===== src/rtl/ckpt_scan_pkg.sv =====
package ckpt_scan_pkg;

  // Header layout inside one slot (word offsets).
  localparam int HDR_WORDS  = 4;
  localparam int WSEL_W     = 2;
  localparam logic [WSEL_W-1:0] OFF_SIG  = 2'd0;
  localparam logic [WSEL_W-1:0] OFF_SEQ  = 2'd1;
  localparam logic [WSEL_W-1:0] OFF_BASE = 2'd2;
  localparam logic [WSEL_W-1:0] OFF_CRC  = 2'd3;

  typedef enum logic [2:0] {
    ST_IDLE,
    ST_SCAN_RD,
    ST_SCAN_WT,
    ST_PICK,
    ST_CHK_RD,
    ST_CHK_WT,
    ST_EVAL
  } scan_state_e;

endpackage


===== src/rtl/ckpt_crc16_acc.sv =====
module ckpt_crc16_acc #(
  parameter int          DATA_W = 32,
  parameter logic [15:0] POLY   = 16'h1021,
  parameter logic [15:0] INIT   = 16'hFFFF
) (
  input  logic              clk,
  input  logic              rst,
  input  logic              clear,
  input  logic              feed,
  input  logic [DATA_W-1:0] word,
  output logic [15:0]       crc
);

  logic [15:0] nxt;

  // Bit-serial update unrolled over one word, MSB first.
  always_comb begin
    logic [15:0] c;
    logic        fb;
    c = crc;
    for (int i = DATA_W - 1; i >= 0; i--) begin
      fb = c[15] ^ word[i];
      c  = {c[14:0], 1'b0} ^ (fb ? POLY : 16'h0000);
    end
    nxt = c;
  end

  always_ff @(posedge clk) begin
    if (rst || clear) crc <= INIT;
    else if (feed)    crc <= nxt;
  end

endmodule


===== src/rtl/ckpt_newest_pick.sv =====
module ckpt_newest_pick #(
  parameter int DATA_W = 32,
  parameter int SLOT_W = 3
) (
  input  logic              clk,
  input  logic              rst,
  input  logic              clear,
  input  logic              upd,
  input  logic [SLOT_W-1:0] slot,
  input  logic [DATA_W-1:0] seq,
  output logic [SLOT_W-1:0] best_slot
);

  logic              have;
  logic [DATA_W-1:0] best_seq;

  // Strictly-greater compare: on a tie the earlier (lower) slot stays.
  always_ff @(posedge clk) begin
    if (rst || clear) begin
      have      <= 1'b0;
      best_seq  <= '0;
      best_slot <= '0;
    end else if (upd && (!have || seq > best_seq)) begin
      have      <= 1'b1;
      best_seq  <= seq;
      best_slot <= slot;
    end
  end

  // the held sequence value never decreases between clears
  a_r5_monotonic: assert property (@(posedge clk) disable iff (rst)
    (!clear && have) |=> (best_seq >= $past(best_seq)));

endmodule


===== src/rtl/ckpt_rd_port.sv =====
module ckpt_rd_port #(
  parameter int DATA_W = 32,
  parameter int ADDR_W = 16
) (
  input  logic              clk,
  input  logic              rst,
  input  logic              issue,
  input  logic [ADDR_W-1:0] addr,
  output logic              rd_req,
  output logic [ADDR_W-1:0] rd_addr,
  input  logic              rd_valid,
  input  logic [DATA_W-1:0] rd_data,
  output logic              data_vld,
  output logic [DATA_W-1:0] data
);

  logic pending;

  always_ff @(posedge clk) begin
    if (rst) begin
      rd_req   <= 1'b0;
      rd_addr  <= '0;
      pending  <= 1'b0;
      data_vld <= 1'b0;
      data     <= '0;
    end else begin
      rd_req   <= 1'b0;
      data_vld <= 1'b0;
      if (issue && !pending) begin
        rd_req  <= 1'b1;
        rd_addr <= addr;
        pending <= 1'b1;
      end else if (pending && rd_valid) begin
        pending  <= 1'b0;
        data_vld <= 1'b1;
        data     <= rd_data;
      end
    end
  end

  // request is a single-cycle pulse
  a_r4_req_pulse: assert property (@(posedge clk) disable iff (rst)
    rd_req |=> !rd_req);

  // a request never overlaps an earlier outstanding one
  a_r4_single_outstanding: assert property (@(posedge clk) disable iff (rst)
    rd_req |-> !$past(pending));

endmodule


===== src/rtl/ckpt_recovery_scan.sv =====
module ckpt_recovery_scan
  import ckpt_scan_pkg::*;
#(
  parameter int          DATA_W      = 32,
  parameter int          ADDR_W      = 16,
  parameter int          NUM_SLOTS   = 8,
  parameter int          REGION_BASE = 64,
  parameter logic [31:0] SIGNATURE   = 32'h4D43_4B50,
  localparam int         SLOT_W      = $clog2(NUM_SLOTS)
) (
  input  logic              clk,
  input  logic              rst,
  input  logic              start,
  output logic              busy,
  output logic              done,
  output logic              found,
  output logic              fatal,
  output logic [SLOT_W-1:0] sel_slot,
  output logic [DATA_W-1:0] sel_base,
  output logic [DATA_W-1:0] sel_seq,
  output logic              rd_req,
  output logic [ADDR_W-1:0] rd_addr,
  input  logic              rd_valid,
  input  logic [DATA_W-1:0] rd_data
);

  localparam int MAX_READS  = NUM_SLOTS * (HDR_WORDS + 1);
  localparam int REGION_END = REGION_BASE + NUM_SLOTS * HDR_WORDS;
  localparam int CNT_W      = $clog2(MAX_READS + 2);
  localparam logic [SLOT_W-1:0] LAST_SLOT = SLOT_W'(NUM_SLOTS - 1);

  scan_state_e       st;
  logic [SLOT_W-1:0] scan_idx;
  logic [SLOT_W-1:0] cand;
  logic [SLOT_W-1:0] tries;
  logic [WSEL_W-1:0] word_idx;
  logic              sig_ok;
  logic              crc_ok;
  logic [DATA_W-1:0] hdr_seq;
  logic [DATA_W-1:0] hdr_base;

  logic              issue;
  logic [ADDR_W-1:0] issue_addr;
  logic              data_vld;
  logic [DATA_W-1:0] data;
  logic [15:0]       crc_q;
  logic [SLOT_W-1:0] best_slot;
  logic              accept;

  function automatic logic [ADDR_W-1:0] slot_addr(
    input logic [SLOT_W-1:0] idx, input logic [WSEL_W-1:0] off);
    return ADDR_W'(REGION_BASE) + (ADDR_W'(idx) << WSEL_W) + ADDR_W'(off);
  endfunction

  assign accept     = (st == ST_IDLE) && start;
  assign issue      = (st == ST_SCAN_RD) || (st == ST_CHK_RD);
  assign issue_addr = (st == ST_SCAN_RD) ? slot_addr(scan_idx, OFF_SEQ)
                                         : slot_addr(cand, word_idx);

  ckpt_rd_port #(.DATA_W(DATA_W), .ADDR_W(ADDR_W)) u_rd (
    .clk      (clk),
    .rst      (rst),
    .issue    (issue),
    .addr     (issue_addr),
    .rd_req   (rd_req),
    .rd_addr  (rd_addr),
    .rd_valid (rd_valid),
    .rd_data  (rd_data),
    .data_vld (data_vld),
    .data     (data)
  );

  ckpt_newest_pick #(.DATA_W(DATA_W), .SLOT_W(SLOT_W)) u_pick (
    .clk       (clk),
    .rst       (rst),
    .clear     (accept),
    .upd       ((st == ST_SCAN_WT) && data_vld),
    .slot      (scan_idx),
    .seq       (data),
    .best_slot (best_slot)
  );

  ckpt_crc16_acc #(.DATA_W(DATA_W)) u_crc (
    .clk   (clk),
    .rst   (rst),
    .clear ((st == ST_CHK_RD) && (word_idx == OFF_SIG)),
    .feed  ((st == ST_CHK_WT) && data_vld && (word_idx != OFF_CRC)),
    .word  (data),
    .crc   (crc_q)
  );

  always_ff @(posedge clk) begin
    if (rst) begin
      st       <= ST_IDLE;
      busy     <= 1'b0;
      done     <= 1'b0;
      found    <= 1'b0;
      fatal    <= 1'b0;
      sel_slot <= '0;
      sel_base <= '0;
      sel_seq  <= '0;
      scan_idx <= '0;
      cand     <= '0;
      tries    <= '0;
      word_idx <= '0;
      sig_ok   <= 1'b0;
      crc_ok   <= 1'b0;
      hdr_seq  <= '0;
      hdr_base <= '0;
    end else begin
      done <= 1'b0;
      unique case (st)
        ST_IDLE: if (start) begin
          busy     <= 1'b1;
          found    <= 1'b0;
          fatal    <= 1'b0;
          scan_idx <= '0;
          st       <= ST_SCAN_RD;
        end
        ST_SCAN_RD: st <= ST_SCAN_WT;
        ST_SCAN_WT: if (data_vld) begin
          if (scan_idx == LAST_SLOT) st <= ST_PICK;
          else begin
            scan_idx <= scan_idx + 1'b1;
            st       <= ST_SCAN_RD;
          end
        end
        ST_PICK: begin
          cand     <= best_slot;
          tries    <= '0;
          word_idx <= OFF_SIG;
          st       <= ST_CHK_RD;
        end
        ST_CHK_RD: st <= ST_CHK_WT;
        ST_CHK_WT: if (data_vld) begin
          unique case (word_idx)
            OFF_SIG:  sig_ok   <= (data == DATA_W'(SIGNATURE));
            OFF_SEQ:  hdr_seq  <= data;
            OFF_BASE: hdr_base <= data;
            default:  crc_ok   <= (data[15:0] == crc_q);
          endcase
          if (word_idx == OFF_CRC) st <= ST_EVAL;
          else begin
            word_idx <= word_idx + 1'b1;
            st       <= ST_CHK_RD;
          end
        end
        ST_EVAL: begin
          if (sig_ok && crc_ok) begin
            found    <= 1'b1;
            sel_slot <= cand;
            sel_base <= hdr_base;
            sel_seq  <= hdr_seq;
            done     <= 1'b1;
            busy     <= 1'b0;
            st       <= ST_IDLE;
          end else if (tries == LAST_SLOT) begin
            fatal <= 1'b1;
            done  <= 1'b1;
            busy  <= 1'b0;
            st    <= ST_IDLE;
          end else begin
            cand     <= (cand == '0) ? LAST_SLOT : cand - 1'b1;
            tries    <= tries + 1'b1;
            word_idx <= OFF_SIG;
            st       <= ST_CHK_RD;
          end
        end
        default: st <= ST_IDLE;
      endcase
    end
  end

  // Read counter used only by the bound check below.
  logic [CNT_W-1:0] rd_cnt;
  always_ff @(posedge clk) begin
    if (rst || accept) rd_cnt <= '0;
    else if (rd_req)   rd_cnt <= rd_cnt + 1'b1;
  end

  // a scan can never exceed its read budget
  a_r9_read_bound: assert property (@(posedge clk) disable iff (rst)
    int'(rd_cnt) <= MAX_READS);

  // a finished scan reports exactly one outcome
  a_r9_one_outcome: assert property (@(posedge clk) disable iff (rst)
    done |-> (found != fatal));

  // done coincides with the idle state
  a_r2_done_idle: assert property (@(posedge clk) disable iff (rst)
    done |-> !busy);

  // start while idle raises busy next cycle
  a_r2_start_busy: assert property (@(posedge clk) disable iff (rst)
    (!busy && start) |=> busy);

  // reads stay inside the reserved window
  a_r3_in_window: assert property (@(posedge clk) disable iff (rst)
    rd_req |-> (int'(rd_addr) >= REGION_BASE && int'(rd_addr) < REGION_END));

  // results hold while idle without a new start
  a_r10_hold: assert property (@(posedge clk) disable iff (rst)
    (!busy && !start) |=> ($stable(found) && $stable(fatal) && $stable(sel_slot)
                           && $stable(sel_base)));

endmodule


===== config.mk =====
export PLATFORM = sky130hd
export DESIGN_NAME = ckpt_recovery_scan
export DESIGN_NICKNAME = d
export VERILOG_FILES = /design/src/rtl/ckpt_scan_pkg.sv /design/src/rtl/ckpt_crc16_acc.sv /design/src/rtl/ckpt_newest_pick.sv /design/src/rtl/ckpt_rd_port.sv /design/src/rtl/ckpt_recovery_scan.sv
export SDC_FILE = /design/constraint.sdc
export NUM_CORES = 1
export LEC_CHECK = 0
export BUFFER_PORTS_ARGS = -buffer_cell sky130_fd_sc_hd__buf_2
export CAP_MARGIN = 20
export CORE_ASPECT_RATIO = 0.8
export CORE_MARGIN = 8
export CORE_UTILIZATION = 30
export CTS_CLUSTER_SIZE = 30
export DETAILED_ROUTE_END_ITERATION = 10
export GPL_ROUTABILITY_DRIVEN = 0
export PLACE_DENSITY = 0.51
export SLEW_MARGIN = 20
export SYNTH_ARGS = -nofsm -noshare
export SYNTH_HDL_FRONTEND = slang
export SYNTH_SLANG_ARGS = --single-unit

===== constraint.sdc =====
create_clock -name clk -period 3.65 [get_ports clk]
set_input_delay 0 -clock clk [delete_from_list [all_inputs] [get_ports clk]]
set_output_delay 0 -clock clk [all_outputs]
set_load 0.1 [all_outputs]

==> results of run 1 <==
[stage by stage]
step,setup WS (ps),total power [uW],std cells,hold WS (ps)
4_1_cts,641,7670,2108,43.9
6_report,639,7580,2109,45.5
5_1_grt,412,7890,2109,88.9
3_5_place_dp,657,4530,2023,213
3_3_place_gp,698,4540,2023,211
2_1_floorplan,698,4110,1447,126
[sequential cells by signal, summed over array words and instances (netlist names), 2 cells and up]
name	count
cand	3
hdr_base	32
hdr_seq	32
scan_idx	3
sel_base	32
sel_seq	32
sel_slot	3
st	3
tries	3
u_crc.crc	16
u_pick.best_seq	32
u_pick.best_slot	3
u_rd.data	32
u_rd.rd_addr	6
word_idx	2
[per-layer routing]
layer	global-route usage (%)	share of wire, %	up-vias
li1	-	-	5174
met1	23.6	49	5054
met2	24.9	42	338
met3	3.18	6.7	62
met4	3.70	2.3	0
met5	0	0	-
[worst max-delay path, stage by stage (launching register included)]
cell and delay, ps:
dfxtp_1 480, xor2_2 300, xnor3_2 570, xnor2_4 200, xnor2_2 380, xnor2_4 160, xnor2_2 320, xnor2_2 190
xnor2_1 140, nor2_1 60, o21ai_1 140
[synthesized netlist by cell type, drive strengths merged, types with 2 or more instances]
cell type    n  area [um^2]
a211oi       7         52.6
a21o        14          105
a21oi      158          791
a22o        32          280
a22oi        5         37.5
a31oi       74          463
and2         4         25.0
and3         2         12.5
buf         20          119
clkbuf     109          410
dfxtp      244         4880
ha          42          526
inv         41          154
mux2i        3         30.0
nand2      294         1100
nand2b       4         25.0
nand3       76          380
nand3b      35          263
nand4       10         62.6
nor2        59          221
nor2b        3         18.8
nor3         5         25.0
nor4         7         43.8
nor4b        3         26.3
nor4bb       4         40.0
o211ai       8         60.1
o21a         5         37.5
o21ai       14         70.1
o22ai       32          200
or2          2         12.5
or3          4         25.0
xnor2       70          842
xnor3        4         93.8
xor2        39          372
[cell families (layout without fill, tap and decap cells)]
group / after synthesis / count (layout) / share of synthesized area (%)
other: 1 / 10 / 0.0316
AO/OA/AOI/OAI: 351 / 351 / 17.8
XOR/XNOR: 113 / 113 / 11.0
multiplexers: 3 / 3 / 0.253
buffers and inverters: 170 / 296 / 5.76
AND/OR/NAND/NOR: 514 / 514 / 19.4
flip-flops: 244 / 244 / 41.2
adder cells (fa/ha/maj): 42 / 42 / 4.43
[layout make-up]
type                       count  area [um^2]  share of cell area [%]
inverter                      41          154                    1.06
clock inverter                16          268                    1.85
sequential                   244         4880                    33.7
timing repair buffer         205         1390                    9.63
clock buffer                  34          722                    4.99
multi-input combinational   1033         6380                    44.1
tap                          536          671                    4.63
[final timing paths]
kind | cells after the start | slack, ps | from | end
setup / recovery | 10 | 640 | u_rd.data[29] | u_crc.crc[13]
hold / removal | 4 | 50 | rd_valid | u_rd.data_vld
setup reg to reg | 10 | 640 | u_rd.data[29] | u_crc.crc[13]
hold reg to reg | 2 | 450 | hdr_seq[24] | sel_seq[24]
[cells in the final DEF, fill, tap and decap left out, types with 41 or more instances in the layout]
cell type  instances
a21oi_1          155
a31oi_1           74
buf_2            113
buf_4             53
dfxtp_1          244
ha_1              42
inv_1             41
nand2_1          294
nand3_1           75
nor2_1            57
xnor2_1           50
[power groups by stage]
stage,Clock (uW),Sequential [uW],Combinational (uW)
floorplan,0,2830,1280
global placement,0,2790,1750
detailed placement,0,2790,1740
CTS,3160,2730,1770
global route,3260,2730,1900
finish,3080,2730,1770
==> results.json, run 1 <==
{
  "min_period_ps": 3010,
  "vias": 10600,
  "numClockSinks": 244,
  "worst_slew_pin_slew_ps": 968,
  "clk_path_buf_depth": 3,
  "cts_root_buffer": "clkbuf_16",
  "grt_pass1_vias": 10200,
  "post-route-drc-count": 0,
  "dpl-instance-area_um2": 13100,
  "path_clk_slew_ps": 60,
  "min_path_type": "primary input to flip-flop",
  "comb_power_share_pct": 23.3,
  "h-tree-depth": 1,
  "final_util_pct": 36.9,
  "avgSynthCellArea_um2": 8.24,
  "vdd_drop_max_mv": 0.360,
  "wl_per_cell_um": 18.5,
  "synthArstFlopShare_pct": 0,
  "cts-resized-gates": 0,
  "yosysWarnings": 0,
  "fin_area_um2": 14500,
  "pwr-share-seq_pct": 36.1,
  "antenna_found_initial": 0,
  "ys.flop_type": "dfxtp_1",
  "dp_hpwl_um": 26700,
  "diodes": 0,
  "firstDrtPassIters": 5,
  "grt_first_pass_wirelength_um": 60500,
  "synth_cell_types": 48,
  "power_leakage_uw": 0.00533,
  "grt_setup_unrepaired": "no",
  "grtUsageTotal_pct": 16.4,
  "dr.first_iter.drc_count": 914,
  "netlist_area_um2": 11900,
  "setup_viol": 0,
  "drt-total-wl_um": 38900,
  "critical_path_class": "flip-flop to flip-flop",
  "synth-seq-cells": 244,
  "clk_latency_ps": 560,
  "fin_crit_sh_pct": 82.5,
  "syn_inst": 1438,
  "placement.io_buffers": 113,
  "status": "completed",
  "fp-row-count": 65,
  "power.density_nw_per_um2": 524,
  "synth_edf_count": 0,
  "cts_hold_repair.buffers": 35,
  "die_area_um2": 46200,
  "initial_core_util_pct": 30.2,
  "max_freq_mhz": 332,
  "arrival_ps": 3490,
  "drive_gt1_share_pct": 16.1,
  "cp_max_fo": 5,
  "grt_start_max_net_pins": 79,
  "cap_violations": 0,
  "nNetsFinal": 1630,
  "final_max_slew_viol_count": 0,
  "viasPerCell": 5.04,
  "finalClockSkew_ps": 22.6,
  "critPathLaunchType": "flip-flop",
  "power_switching_uw": 2260,
  "timing.slew.headroom_pct": 35.5,
  "clkPwrFrac_pct": 40.6,
  "n_fill_cell": 4125,
  "postRouteAntennaNets": 0,
  "die_y_um": 194,
  "fin_tns_setup_ps": 0,
  "swShare_pct": 29.8,
  "cts_tree": "built",
  "cp.required_ps": 4120,
  "p_int_uw": 5320,
  "chipWidth_um": 238,
  "overflow": 0,
  "hold_viol": 0,
  "synthToLayoutAreaGrowth_pct": 22.1,
  "cts_setup_buffers": 0,
  "ioPinCount": 124,
  "cts_buffers": 27,
  "core_region_area_um2": 39200,
  "end_kind": "flip-flop",
  "seq_area_frac_synth_pct": 41.2
}
(Power assumes the default switching activity.)
==> run 2: changes to the inputs <==
- clock period: 3.65 -> 3 ns (I/O delays scaled with it)
==> run 2 against run 1 <==
  * Sequential share of layout area fell by 0.13 points
  * Worst hold slack better by 24 ps
  * Critical path type unchanged
  * Cell count grew 0.71%
  * Combinational power rose by 24%
==> results.json, run 2 (synthesis gave the netlist of run 1 again) <==
{
  "whs_path_depth": 4,
  "vdd_drop_max_mv": 0.414,
  "initial_core_util_pct": 30.2,
  "fin_area_um2": 14500,
  "hold_viol": 0,
  "numClockSinks": 244,
  "clk_latency_ps": 560,
  "use_met2_pct": 25.2,
  "min_period_ps": 2850,
  "final_cell_mix": "nand2_1 (294), dfxtp_1 (244), a21oi_1 (155), buf_2 (112), nand3_1 (75)",
  "cts_root_buffer": "clkbuf_16",
  "cts_setup_buffers": 0,
  "regArea_um2": 4880,
  "dpl-instance-area_um2": 13300,
  "grt_first_pass_wirelength_um": 60900,
  "gr-usage-met1_pct": 23.5,
  "power.density_nw_per_um2": 601,
  "critPathLaunchType": "flip-flop",
  "ioPinCount": 124,
  "grt_setup_unrepaired": "no",
  "path_clk_slew_ps": 60,
  "drive_gt1_share_pct": 16.9,
  "power_leakage_uw": 0.00537,
  "nNetsFinal": 1649,
  "r2r-end": "u_pick.best_seq[27]",
  "setup_viol": 0,
  "die_area_um2": 46200,
  "cap_violations": 0,
  "antenna_found_initial": 0,
  "critical_path_class": "flip-flop to flip-flop",
  "status": "completed",
  "fin_crit_sh_pct": 95.0,
  "h-tree-depth": 1,
  "firstDrtPassIters": 5,
  "hp-start": "rd_valid",
  "r2r-start": "u_pick.best_seq[9]",
  "grt_start_max_net_pins": 143,
  "timing.slew.headroom_pct": 45.4,
  "arrival_ps": 3270,
  "clk_path_buf_depth": 3,
  "viasPerCell": 5.02,
  "placement.io_buffers": 113,
  "grtUsageMet3_pct": 3.08,
  "cts_tree": "built",
  "vias": 10700,
  "cp_max_fo": 70,
  "top_usage_layer": "met2",
  "r2r_slack_ps": 150,
  "grt_pass1_vias": 10300,
  "cts_buffers": 26,
  "worst_slew_pin_slew_ps": 812,
  "layout_commonest_cell": "nand2_1",
  "die_y_um": 194,
  "cp.required_ps": 3420,
  "min_path_type": "primary input to flip-flop",
  "diodes": 0,
  "overflow": 0,
  "multi_input_area_um2": 6400,
  "fp-row-count": 65,
  "core_region_area_um2": 39200,
  "final_max_slew_viol_count": 0,
  "chipWidth_um": 238,
  "dp_hpwl_um": 27100,
  "fin_tns_setup_ps": 0,
  "postRouteAntennaNets": 0,
  "end_kind": "flip-flop",
  "wl_per_cell_um": 18.5,
  "max_freq_mhz": 351,
  "n_fill_cell": 4107,
  "synthToLayoutAreaGrowth_pct": 22.6,
  "post-route-drc-count": 0,
  "finalClockSkew_ps": 20.6,
  "grtUsageTotal_pct": 16.4,
  "r2r_cells": 13,
  "min_to": "u_rd.data_vld",
  "dr.first_iter.drc_count": 886,
  "drt-total-wl_um": 39400
}
[run 2: changes by cell type in the layout (fill, tap and decap cells not counted), sizes merged]
cell / before / now
buf: 170 / 190
clkbuf: 34 / 32
inv: 42 / 41
bufinv: 7 / 2
clkinvlp: 2 / 1
clkinv: 6 / 10
[run 2: report_power, final]
| part | internal [uW] | switching, uW |
|---|---|---|
| Sequential | 3270 | 37.0 |
| Clock | 1830 | 1390 |
| Combinational | 922 | 1280 |
| Total | 6030 | 2700 |
[run 2: critical path: stages (launching register included)]
cell	delay, ps
dfxtp_1	350
inv_1	70
ha_1	290
a21o_1	180
a21o_1	170
a21o_1	180
a21o_1	170
a21o_1	160
a21o_1	200
a21oi_4	170
buf_12	300
o22ai_1	150
a31oi_1	170
a31oi_1	100
[run 2: how the worst max path moves through the flow]
stage | startpoint | to | slack (ps)
after CTS | u_crc.crc[14] | u_crc.crc[7] | 110
after detailed placement | u_crc.crc[14] | u_crc.crc[7] | 130
after global placement | u_crc.crc[14] | u_crc.crc[7] | 160
after global routing | u_pick.best_seq[9] | u_pick.best_seq[26] | 5
after floorplan | u_rd.data[17] | u_pick.best_seq[10] | 50
final | u_pick.best_seq[9] | u_pick.best_seq[27] | 150
[run 2: cell type report]
| cell class | count | share of cell area [%] |
|---|---|---|
| multi-input combinational | 1033 | 44.1 |
| sequential | 244 | 33.6 |
| timing repair buffer | 225 | 10.9 |
| clock buffer | 32 | 4.84 |
| tap | 536 | 4.62 |
| inverter | 41 | 1.06 |
| clock inverter | 13 | 0.913 |
[run 2: timing repair]
| action | in CTS | in global routing |
|---|---|---|
| endpoints found under the setup margin | 0 | 31 |
| hold buffers | 35 | 0 |
| resized for setup | 0 | 3 |
| endpoints found under the hold margin | 47 | 0 |
[run 2: per-stage QoR]
| step | util, % | total power (uW) | setup slack (ps) | hold WS (ps) | cells |
|---|---|---|---|---|---|
| after floorplan | - | 5000 | 48.2 | 126 | 1447 |
| after global placement | 34.0 | 5520 | 165 | 213 | 2044 |
| after detailed placement | 34.0 | 5510 | 133 | 211 | 2044 |
| after CTS | 37.0 | 8800 | 114 | 48.2 | 2124 |
| after global routing | 37.1 | 9090 | 5.22 | 71.4 | 2124 |
| final | 37.1 | 8730 | 149 | 69.1 | 2124 |
[run 2: layer usage]
layer | vias up | part of all wire [%]
li1 | 5193 | -
met1 | 5118 | 49
met2 | 304 | 43
met3 | 57 | 5.5
met4 | 0 | 2.0
met5 | - | 0
==> run 3: changes to the inputs <==
- BUFFER_PORTS_ARGS: -buffer_cell sky130_fd_sc_hd__buf_2 -> -buffer_cell sky130_fd_sc_hd__buf_4
- SYNTH_HIERARCHICAL: default -> 1
==> run 3 against run 2 <==
  * Utilization rose by 0.83 points
  * Largest cell class unchanged
  * First-iteration DRC count fell by 28%
  * Worst setup slack improved by 19 ps
  * Wire length fell by 4.4%
  * Critical path type unchanged
  * Critical endpoint is now u_crc/crc[12]
  * Fmax rose by 0.66%
  * Die area rose by 3.4%
==> results.json, run 3 <==
{
  "clk_path_buf_depth": 3,
  "die_y_um": 197,
  "synth.area.top_cells": "dfxtp_1 (41%), nand2_1 (11%), a21oi_1 (6.7%)",
  "dr.first_iter.drc_count": 637,
  "seq_area_frac_synth_pct": 41.4,
  "end_kind": "flip-flop",
  "layout_commonest_cell": "nand2_1",
  "cts_setup_buffers": 0,
  "cts_tree": "built",
  "syn_inst": 1407,
  "firstDrtPassIters": 5,
  "cp_max_fo": 4,
  "synth-seq-cells": 254,
  "max_stage_delay_ps": 490,
  "core_region_area_um2": 40500,
  "max_freq_mhz": 353,
  "comb_power_share_pct": 19.9,
  "pwr-share-seq_pct": 39.6,
  "pre_cts_ws_ps": 102,
  "path_clk_slew_ps": 60,
  "drive_gt1_share_pct": 18.1,
  "dp_hpwl_um": 25900,
  "synthArstFlopShare_pct": 0,
  "stdcell_count": 2145,
  "grt_first_pass_wirelength_um": 59300,
  "worst_slew_pin_slew_ps": 871,
  "path_buf_inv": 1,
  "status": "completed",
  "critPathTopFamily": "XOR/XNOR gates",
  "wl_per_cell_um": 17.6,
  "vias": 10100,
  "final_cell_mix": "nand2_1 (367), dfxtp_1 (253), buf_4 (176), a21oi_1 (164), xnor2_1 (47)",
  "post-route-drc-count": 0,
  "postRouteAntennaNets": 0,
  "ys.flop_type": "dfxtp_1",
  "initial_core_util_pct": 30.3,
  "timing.hold.ws_ps": 97.3,
  "fin_crit_sh_pct": 94.4,
  "grt_pass1_vias": 9999,
  "worstPathCellList": "xnor2_2, buf_4, xnor3_4, xnor3_2, xnor3_2, xnor2_4, xnor2_2, xnor2_1, o211ai_2",
  "ys_top_cells_by_count": "nand2_1 (367), dfxtp_1 (254), a21oi_1 (164)",
  "critical_path_class": "flip-flop to flip-flop",
  "drt-total-wl_um": 37700,
  "placement.io_buffers": 123,
  "diodes": 0,
  "netlist_area_um2": 12300,
  "synth_top_area_share_pct": 41.4,
  "antenna_found_initial": 0,
  "min_period_ps": 2830,
  "avgSynthCellArea_um2": 8.73,
  "timing.slew.headroom_pct": 42.0,
  "grt_start_max_net_pins": 131,
  "crit_slowest_cell": "xnor3_2",
  "worst_slack_ps": 167,
  "cts_root_buffer": "clkbuf_16",
  "hold_viol": 0,
  "synth.most_common_cell": "nand2_1",
  "synth_edf_count": 0,
  "die_area_um2": 47700,
  "yosys.area.top_type": "dfxtp_1",
  "clkPwrFrac_pct": 40.5,
  "numClockSinks": 254,
  "cts_buffers": 28,
  "viasPerCell": 4.70,
  "vdd_drop_max_mv": 0.390,
  "fin_tns_setup_ps": 0,
  "ioPinCount": 124,
  "p_int_uw": 6350,
  "final_max_slew_viol_count": 0,
  "synth_cell_types": 72,
  "power_leakage_uw": 0.00594,
  "dp_cells": 2051,
  "overflow": 0,
  "nNetsFinal": 1660,
  "synthToLayoutAreaGrowth_pct": 25.1,
  "yosysWarnings": 6,
  "finalPower_uw": 8800,
  "setup_viol": 0,
  "power_switching_uw": 2450,
  "grtUsageTotal_pct": 15.4,
  "finalClockSkew_ps": 12.4,
  "clk_latency_ps": 550,
  "h-tree-depth": 1,
  "cap_violations": 0,
  "grt_setup_unrepaired": "no",
  "power.density_nw_per_um2": 572,
  "swShare_pct": 27.9,
  "min_path_type": "primary input to flip-flop",
  "arrival_ps": 3250,
  "cp.required_ps": 3410,
  "critPathLaunchType": "flip-flop",
  "fp-row-count": 66,
  "chipWidth_um": 242
}
-- run 3: changes by cell type after synthesis, sizes merged, moves of 32 or more --
cell | before | now
nand3 | 76 | 39
nand2 | 294 | 367
clkbuf | 109 | 39
a22o | 32 | 0
a21bo | 0 | 32
mux2i | 3 | 35
a31oi | 74 | 0
a21oi | 158 | 191
buf | 20 | 52
-- run 3: per-stage QoR --
stage	area (um^2)	utilization, %
floorplan	12300	-
finish	15400	37.9
CTS	15400	37.9
detailed placement	14000	34.5
global route	15400	37.9
global placement	14000	34.5
-- run 3: cell families after synthesis --
logic type / count (synthesis) / synth area share, %
AND/OR/NAND/NOR: 542 / 20.3
adder cells (fa/ha/maj): 43 / 4.38
flip-flops: 254 / 41.4
XOR/XNOR: 109 / 11.1
other: 2 / 0.0611
AO/OA/AOI/OAI: 289 / 14.7
multiplexers: 35 / 2.85
buffers and inverters: 133 / 5.31
-- run 3: worst reg2reg max path, stage by stage, from the launching register on --
cell and delay, ps:
dfxtp_1 420, xnor2_2 150, buf_4 140, xnor3_4 480
xnor3_2 320, xnor3_2 490, xnor2_4 200, xnor2_2 240
xnor2_1 170, o211ai_2 90
-- run 3: layout make-up --
class	count	area, um^2
Clock inverter	12	143
Timing Repair Buffer	226	1870
Tap cell	544	681
Inverter	42	158
Sequential cell	254	5090
Fill cell	4169	25200
Clock buffer	38	800
Multi-Input combinational cell	1029	6630
-- run 3: path summary, 6_finish.rpt --
check	cells after the start	slack [ps]	end	startpoint
worst min register to register	2	450	sel_base[25]	hdr_base[25]
worst max-delay path	9	170	u_crc/crc[12]	u_rd/data[31]
worst min-delay path	3	100	u_rd/data[12]	rd_valid
worst max register to register	9	170	u_crc/crc[12]	u_rd/data[31]
-- run 3: power by group through the flow --
stage	clock network [uW]	registers (uW)	logic (uW)
global route	3790	3490	1880
finish	3560	3480	1750
global placement	0	3560	1710
detailed placement	0	3560	1700
CTS	3650	3480	1760
floorplan	0	3640	1260
-- run 3: layer usage --
layer  vias to the layer above  share of wire [%]  wire, um  track usage (%)
met5                         -                  0         0                0
met4                         0                1.9       722             3.19
met3                        48                3.9      1460             2.45
met2                       191                 45     17100             25.2
met1                      4794                 49     18400             21.3
li1                       5051                  -         -                -
-- run 3: what timing repair did --
| item | CTS | global route |
|---|---|---|
| endpoints found under the hold margin | 54 | 0 |
| gates resized for setup | 0 | 1 |
| setup endpoints to repair | 0 | 3 |
| hold buffers | 44 | 0 |
